--- src/rtl/twi_pkg.sv ---
package twi_pkg;
  localparam int unsigned DEV_AW = 7;
  localparam int unsigned BYTE_W = 8;

  typedef enum logic [2:0] {
    ST_IDLE,
    ST_DEV,
    ST_REG,
    ST_WR,
    ST_RD,
    ST_SKIP
  } twi_state_e;
endpackage

--- src/rtl/twi_line_sync.sv ---
module twi_line_sync #(
  parameter int unsigned W       = 2,
  parameter int unsigned STAGES  = 2,
  parameter logic        RST_VAL = 1'b1
) (
  input  logic         clk,
  input  logic         rst_n,
  input  logic [W-1:0] d_i,
  output logic [W-1:0] q_o
);
  logic [W-1:0] chain [STAGES];

  for (genvar s = 0; s < STAGES; s++) begin : g_stage
    always_ff @(posedge clk or negedge rst_n) begin
      if (!rst_n) chain[s] <= {W{RST_VAL}};
      else if (s == 0) chain[s] <= d_i;
      else chain[s] <= chain[(s == 0) ? 0 : s-1];
    end
  end

  assign q_o = chain[STAGES-1];
endmodule

--- src/rtl/twi_cond_detect.sv ---
module twi_cond_detect (
  input  logic clk,
  input  logic rst_n,
  input  logic scl_s,
  input  logic sda_s,
  output logic start_p,
  output logic stop_p,
  output logic scl_rise,
  output logic scl_fall
);
  logic scl_q, sda_q;

  always_ff @(posedge clk or negedge rst_n) begin
    if (!rst_n) begin
      scl_q <= 1'b1;
      sda_q <= 1'b1;
    end else begin
      scl_q <= scl_s;
      sda_q <= sda_s;
    end
  end

  assign start_p  = scl_q & scl_s & sda_q & ~sda_s;
  assign stop_p   = scl_q & scl_s & ~sda_q & sda_s;
  assign scl_rise = ~scl_q & scl_s;
  assign scl_fall = scl_q & ~scl_s;
endmodule

--- src/rtl/twi_regbank.sv ---
module twi_regbank #(
  parameter int unsigned AW = 7,
  parameter int unsigned DW = 8
) (
  input  logic          clk,
  input  logic          rst_n,
  input  logic          we,
  input  logic [AW-1:0] waddr,
  input  logic [DW-1:0] wdata,
  input  logic [AW-1:0] raddr_a,
  output logic [DW-1:0] rdata_a,
  input  logic [AW-1:0] raddr_b,
  output logic [DW-1:0] rdata_b
);
  localparam int unsigned DEPTH = 1 << AW;
  logic [DW-1:0] mem [DEPTH];

  always_ff @(posedge clk or negedge rst_n) begin
    if (!rst_n) begin
      for (int i = 0; i < DEPTH; i++) mem[i] <= '0;
    end else if (we) begin
      mem[waddr] <= wdata;
    end
  end

  assign rdata_a = mem[raddr_a];
  assign rdata_b = mem[raddr_b];

  assert_write_lands_R5: assert property (@(posedge clk) disable iff (!rst_n)
    we |=> (mem[$past(waddr)] == $past(wdata)));
endmodule

--- src/rtl/twi_reg_slave.sv ---
module twi_reg_slave #(
  parameter logic [6:0]  DEV_ADDR = 7'h2A,
  parameter int unsigned REG_AW   = 7,
  parameter int unsigned SYNC_STG = 2
) (
  input  logic              clk,
  input  logic              rst_n,
  input  logic              scl_i,
  input  logic              sda_i,
  output logic              sda_oe_o,
  input  logic [REG_AW-1:0] dbg_addr_i,
  output logic [7:0]        dbg_data_o
);
  import twi_pkg::*;
  localparam int unsigned BW = BYTE_W;
  localparam int unsigned CW = $clog2(BW + 1);
  localparam logic [CW-1:0] FULL = CW'(BW);

  logic [1:0] lines_s;
  logic scl_s, sda_s;
  logic start_p, stop_p, scl_rise, scl_fall;

  twi_line_sync #(.W(2), .STAGES(SYNC_STG), .RST_VAL(1'b1)) u_sync (
    .clk(clk), .rst_n(rst_n), .d_i({scl_i, sda_i}), .q_o(lines_s));
  assign scl_s = lines_s[1];
  assign sda_s = lines_s[0];

  twi_cond_detect u_cond (
    .clk(clk), .rst_n(rst_n), .scl_s(scl_s), .sda_s(sda_s),
    .start_p(start_p), .stop_p(stop_p), .scl_rise(scl_rise), .scl_fall(scl_fall));

  twi_state_e       st_q;
  logic [CW-1:0]    cnt_q;
  logic             ack_ph_q, rw_q, ai_q, oe_q;
  logic [BW-1:0]    rx_q, tx_q, rd_byte;
  logic [REG_AW-1:0] ptr_q, ptr_next;
  logic             we, load_tx;

  assign ptr_next = ptr_q + REG_AW'(ai_q);
  assign we = (st_q == ST_WR) && scl_fall && !ack_ph_q && (cnt_q == FULL);
  assign load_tx = scl_fall && ack_ph_q &&
                   ((st_q == ST_DEV && rw_q) || st_q == ST_RD);

  twi_regbank #(.AW(REG_AW), .DW(BW)) u_bank (
    .clk(clk), .rst_n(rst_n), .we(we), .waddr(ptr_q), .wdata(rx_q),
    .raddr_a(ptr_q), .rdata_a(rd_byte),
    .raddr_b(dbg_addr_i), .rdata_b(dbg_data_o));

  always_ff @(posedge clk or negedge rst_n) begin
    if (!rst_n) begin
      st_q <= ST_IDLE; cnt_q <= '0; ack_ph_q <= 1'b0; rw_q <= 1'b0;
      ai_q <= 1'b0; oe_q <= 1'b0; rx_q <= '0; tx_q <= '0; ptr_q <= '0;
    end else if (start_p) begin
      st_q <= ST_DEV; cnt_q <= '0; ack_ph_q <= 1'b0; oe_q <= 1'b0;
    end else if (stop_p) begin
      st_q <= ST_IDLE; cnt_q <= '0; ack_ph_q <= 1'b0; oe_q <= 1'b0;
    end else if (load_tx) begin
      st_q <= ST_RD; ack_ph_q <= 1'b0;
      oe_q <= ~rd_byte[BW-1];
      tx_q <= {rd_byte[BW-2:0], 1'b0};
      cnt_q <= CW'(1);
      ptr_q <= ptr_next;
    end else begin
      unique case (st_q)
        ST_DEV, ST_REG, ST_WR: begin
          if (scl_rise && !ack_ph_q && cnt_q != FULL) begin
            rx_q  <= {rx_q[BW-2:0], sda_s};
            cnt_q <= cnt_q + CW'(1);
          end
          if (scl_fall) begin
            if (ack_ph_q) begin
              ack_ph_q <= 1'b0; oe_q <= 1'b0; cnt_q <= '0;
              if (st_q == ST_DEV) st_q <= ST_REG;
              else if (st_q == ST_REG) st_q <= ST_WR;
            end else if (cnt_q == FULL) begin
              if (st_q == ST_DEV) begin
                if (rx_q[BW-1:1] == DEV_ADDR) begin
                  rw_q <= rx_q[0]; oe_q <= 1'b1; ack_ph_q <= 1'b1;
                end else begin
                  st_q <= ST_SKIP;
                end
              end else begin
                if (st_q == ST_REG) begin
                  ai_q  <= rx_q[BW-1];
                  ptr_q <= rx_q[REG_AW-1:0];
                end else begin
                  ptr_q <= ptr_next;
                end
                oe_q <= 1'b1; ack_ph_q <= 1'b1;
              end
            end
          end
        end
        ST_RD: begin
          if (scl_fall) begin
            if (cnt_q != FULL) begin
              oe_q  <= ~tx_q[BW-1];
              tx_q  <= {tx_q[BW-2:0], 1'b0};
              cnt_q <= cnt_q + CW'(1);
            end else begin
              oe_q <= 1'b0; ack_ph_q <= 1'b1;
            end
          end
          if (scl_rise && ack_ph_q && sda_s) st_q <= ST_SKIP;
        end
        default: ;
      endcase
    end
  end

  assign sda_oe_o = oe_q;

  assert_oe_moves_scl_low_R11: assert property (@(posedge clk) disable iff (!rst_n)
    !$stable(sda_oe_o) |-> !scl_s);
  assert_skip_released_R3: assert property (@(posedge clk) disable iff (!rst_n)
    (st_q == ST_SKIP) |-> !sda_oe_o);
  assert_restart_releases_R10: assert property (@(posedge clk) disable iff (!rst_n)
    start_p |=> (st_q == ST_DEV && !sda_oe_o));
  assert_stop_to_idle_R1: assert property (@(posedge clk) disable iff (!rst_n)
    stop_p |=> (st_q == ST_IDLE && !sda_oe_o));
  assert_ptr_wrap_R8: assert property (@(posedge clk) disable iff (!rst_n)
    (we && ai_q && ptr_q == '1) |=> (ptr_q == '0));
  assert_ptr_hold_R7: assert property (@(posedge clk) disable iff (!rst_n)
    (we && !ai_q) |=> $stable(ptr_q));
  assert_ptr_step_R6: assert property (@(posedge clk) disable iff (!rst_n)
    (we && ai_q) |=> (ptr_q == $past(ptr_q) + REG_AW'(1)));
endmodule

--- config.mk ---
export PLATFORM = sky130hd
export DESIGN_NAME = twi_reg_slave
export DESIGN_NICKNAME = d
export VERILOG_FILES = /design/src/rtl/twi_pkg.sv /design/src/rtl/twi_line_sync.sv /design/src/rtl/twi_cond_detect.sv /design/src/rtl/twi_regbank.sv /design/src/rtl/twi_reg_slave.sv
export SDC_FILE = /design/constraint.sdc
export NUM_CORES = 2
export LEC_CHECK = 0
export BUFFER_PORTS_ARGS = -buffer_cell sky130_fd_sc_hd__buf_4
export CAP_MARGIN = 10
export CORE_MARGIN = 4
export CORE_UTILIZATION = 64
export CTS_CLUSTER_DIAMETER = 100
export DETAILED_ROUTE_END_ITERATION = 8
export GPL_ROUTABILITY_DRIVEN = 1
export PLACE_DENSITY = 0.82
export REMOVE_ABC_BUFFERS = 1
export SYNTH_ARGS = -nofsm -noshare
export SYNTH_HDL_FRONTEND = slang
export SYNTH_SLANG_ARGS = --single-unit
--- constraint.sdc ---
create_clock -name clk -period 3 [get_ports clk]
set_clock_uncertainty 0.1 [all_clocks]
set_input_delay 0.15 -clock clk [delete_from_list [all_inputs] [get_ports clk]]
set_output_delay 0.15 -clock clk [all_outputs]
set_load 0.02 [all_outputs]
==> flow_summary.ini <==
[logic_synthesis]
synth_flop_cell = dfrtp_1
synthTopCellsByArea = dfrtp_1 (47%), mux2_2 (22%), mux4_2 (15%)
synth_most_common_cell = mux2_2
synth.distinct_cells = 71
syn_inst = 4086
synth_top_area_share_pct = 46.6
yosys.area_share.simple_pct = 3.66
synth_fa_ha_area_share_pct = 0.0881
yosysTopAreaCell = dfrtp_1
synth-edff-count = 0
synth_top_family_by_area = multiplexers
async_flop_share_pct = 100
ys_ff_latch = 1063
ys_seq_area_share_pct = 46.9
synth_common_cells = mux2_2 (1120), dfrtp_1 (1057), mux4_2 (386)
yosysWarnings = 0
netlist_area_sq_mm = 0.0568
synth-compound-area-share_pct = 7.46
syn_avg_cell_area_sq_um = 13.9
synth.mux.area_fraction_pct = 39.1
synth_xor_area_share_pct = 0.0308

[detailed_routing]
dr.pass1.iters = 9
wl_met2_um = 86800
wl_met1_um = 68500
highest_layer = met5
met3_wirelength_um = 30700
drt-total-wl_um = 202000
drt.antenna.violating_nets = 0
wire_per_inst_um = 36.1
drc = 0
drtIter0Drc = 7426
detail_route.vias_per_cell = 7.89
num_vias = 44100

[clocking]
cts_sinks = 1063
insertion_delay_ps = 730
clock_path_buffers = 3
cts_buffers = 109
clk_pin_slew_ps = 60
root_buffer = clkbuf_16
htreeDepth = 3
cts_tree = done

[power]
power.total_mw = 35.2
vdd_drop_max_mv = 1.48
p_leak_nw = 30.4
powerDensity_mw_per_mm2 = 531

[worst_setup_path]
cp-end-kind = output port
r2r-end = tx_q[2]$_DFFE_PN0P_
path_class = reg -> out
rr_worst_depth = 9
crit_required_ps = 2750
startpoint_type = register
path_max_fanout = 3
r2r_start = ptr_q[1]$_DFFE_PN0P_
crit_arrival_ps = 3430
crit_start = u_bank.mem[844]$_DFFE_PN0P_
r2r_slack_ps = -110

[global_routing]
grt_pass1_wl_um = 295000
antenna_found_initial = 17
grt_pass1_vias = 44100
grt_max_degree = 132
grt-ovfl-total = 0
grtUsageTotal_pct = 42.2

[placement]
port_buffers = 19
placed_cell_area_sq_mm = 0.0615
dp_cells = 5327
finalWeightedCongestion = 1.01
place.detailed.hpwl_um = 131000
place_ws_ps = -239

[floorplan]
start_util_pct = 64.9
core_sq_mm = 0.0874
die-area_sq_mm = 0.0936
chipHeight_um = 306
die_w_um = 306
pin_count = 20
rows = 108

[sta]
drv_slew = 0
worst_slew_pin_slew_ps = 1200
fmax_ghz = 0.272
fin_crit_ps = 3680
finalHoldViolCount = 0
layout_setup_ws_ps = -680
rsz0062_at_grt = true
period_share_pct = 123
timing.hold.ws_ps = 63.4
max_slew_margin_pct = 19.8
finalSetupViolCount = 12
setup_tns_ps = -5090

[layout]
drive_gt1_share_pct = 52.8
multi_input_area_sq_mm = 0.0290
fill_cells = 5051
nets = 4356
area_growth_pct = 16.7
regArea_sq_mm = 0.0267
utilization_pct = 75.8
design_area_sq_mm = 0.0663
finalNonFillerCells = 5591

[outcome]
outcome = complete, but fails checks
violations = negative setup slack

[flow_run]
cap_violations = 0

[min_path]
min_path_type = in -> async
[critical path: stages, from the launching register on]
cell and delay, ps:
dfrtp_1 430, mux4_2 530, mux4_2 660, mux4_2 600, mux2_4 340, buf_6 140
[routing by layer]
metal  vias up  global-route usage (%)
met4        18                    25.9
met2      4142                    60.4
li1      16500                       -
met5         -                       0
met1     22400                    54.6
met3      1116                    16.9
[sequential cells by signal, indices dropped and copies added (netlist names)]
register	flops
u_cond.scl_q	1
st_q	3
ack_ph_q	1
u_sync.chain	2
u_sync.q_o	2
ptr_q	7
tx_q	7
rx_q	8
ai_q	1
cnt_q	4
sda_oe_o	1
rw_q	1
u_bank.mem	1024
u_cond.sda_q	1
[how the worst max path moves through the flow]
| stage | end | slack (ps) |
|---|---|---|
| 6_report | dbg_data_o[4] | -680 |
| 2_1_floorplan | sda_oe_o$_DFFE_PN0P_ | -7520 |
| 5_1_grt | dbg_data_o[4] | -640 |
| 3_5_place_dp | dbg_data_o[1] | -240 |
| 3_3_place_gp | dbg_data_o[1] | -260 |
| 4_1_cts | dbg_data_o[0] | -610 |
[layout by cell type (no fill, tap or decap), types with 7 or more instances in the layout]
| cell | netlist | routed |
|---|---|---|
| nor2_2 | 13 | 16 |
| bufinv_16 | 0 | 11 |
| a22o_1 | 19 | 19 |
| a21oi_1 | 89 | 88 |
| buf_6 | 1 | 20 |
| nor2_1 | 114 | 109 |
| clkbuf_1 | 260 | 23 |
| clkbuf_8 | 0 | 20 |
| nand3_1 | 28 | 28 |
| mux2_4 | 0 | 8 |
| dfrtp_4 | 0 | 11 |
| nand2_2 | 2 | 54 |
| mux2_2 | 1120 | 1112 |
| nor2b_1 | 14 | 8 |
| o22ai_1 | 27 | 25 |
| mux4_2 | 386 | 386 |
| nand2_1 | 220 | 168 |
| o221ai_1 | 9 | 9 |
| and3_1 | 8 | 8 |
| o211ai_1 | 7 | 7 |
| clkbuf_16 | 0 | 113 |
| dfrtp_1 | 1057 | 1045 |
| buf_4 | 19 | 375 |
| nor3_2 | 5 | 9 |
| a31oi_1 | 21 | 20 |
| diode_2 | 0 | 7 |
| buf_12 | 0 | 102 |
| a221o_1 | 24 | 24 |
| o21ai_0 | 77 | 71 |
| a221oi_2 | 0 | 8 |
| a2111oi_0 | 20 | 9 |
| a221oi_1 | 156 | 147 |
| a22oi_1 | 69 | 68 |
| mux2i_1 | 90 | 90 |
| nand2b_1 | 10 | 10 |
| clkinv_2 | 0 | 22 |
| buf_8 | 0 | 7 |
[kinds of logic (layout without fill, tap and decap cells)]
| logic type | Yosys count | after routing |
|---|---|---|
| adder cells (fa/ha/maj) | 4 | 4 |
| AO/OA/AOI/OAI | 576 | 576 |
| flip-flops | 1063 | 1063 |
| other | 0 | 7 |
| multiplexers | 1596 | 1596 |
| AND/OR/NAND/NOR | 464 | 464 |
| XOR/XNOR | 2 | 2 |
| buffers and inverters | 381 | 724 |
[layout make-up]
class	count	share of cell area (%)
Clock inverter	46	0.897
Clock buffer	153	4.70
Antenna cell	7	0.0264
Timing Repair Buffer	515	8.11
Tap cell	1155	2.18
Inverter	10	0.0623
Multi-Input combinational cell	2642	43.8
Sequential cell	1063	40.2
[power by group]
group,internal [mW],switching [mW]
clock,8.20,6.08
sequential,14.5,0.248
combinational,1.73,4.50
[repair_timing]
item,in CTS,in global routing
hold endpoints to repair,840,0
cloned,0,3
pin swaps,1,7
endpoints found under the setup margin,250,475
gates resized for setup,66,86
hold buffers,6,0
setup buffers,15,34
Power figures use the tool's default switching activity.
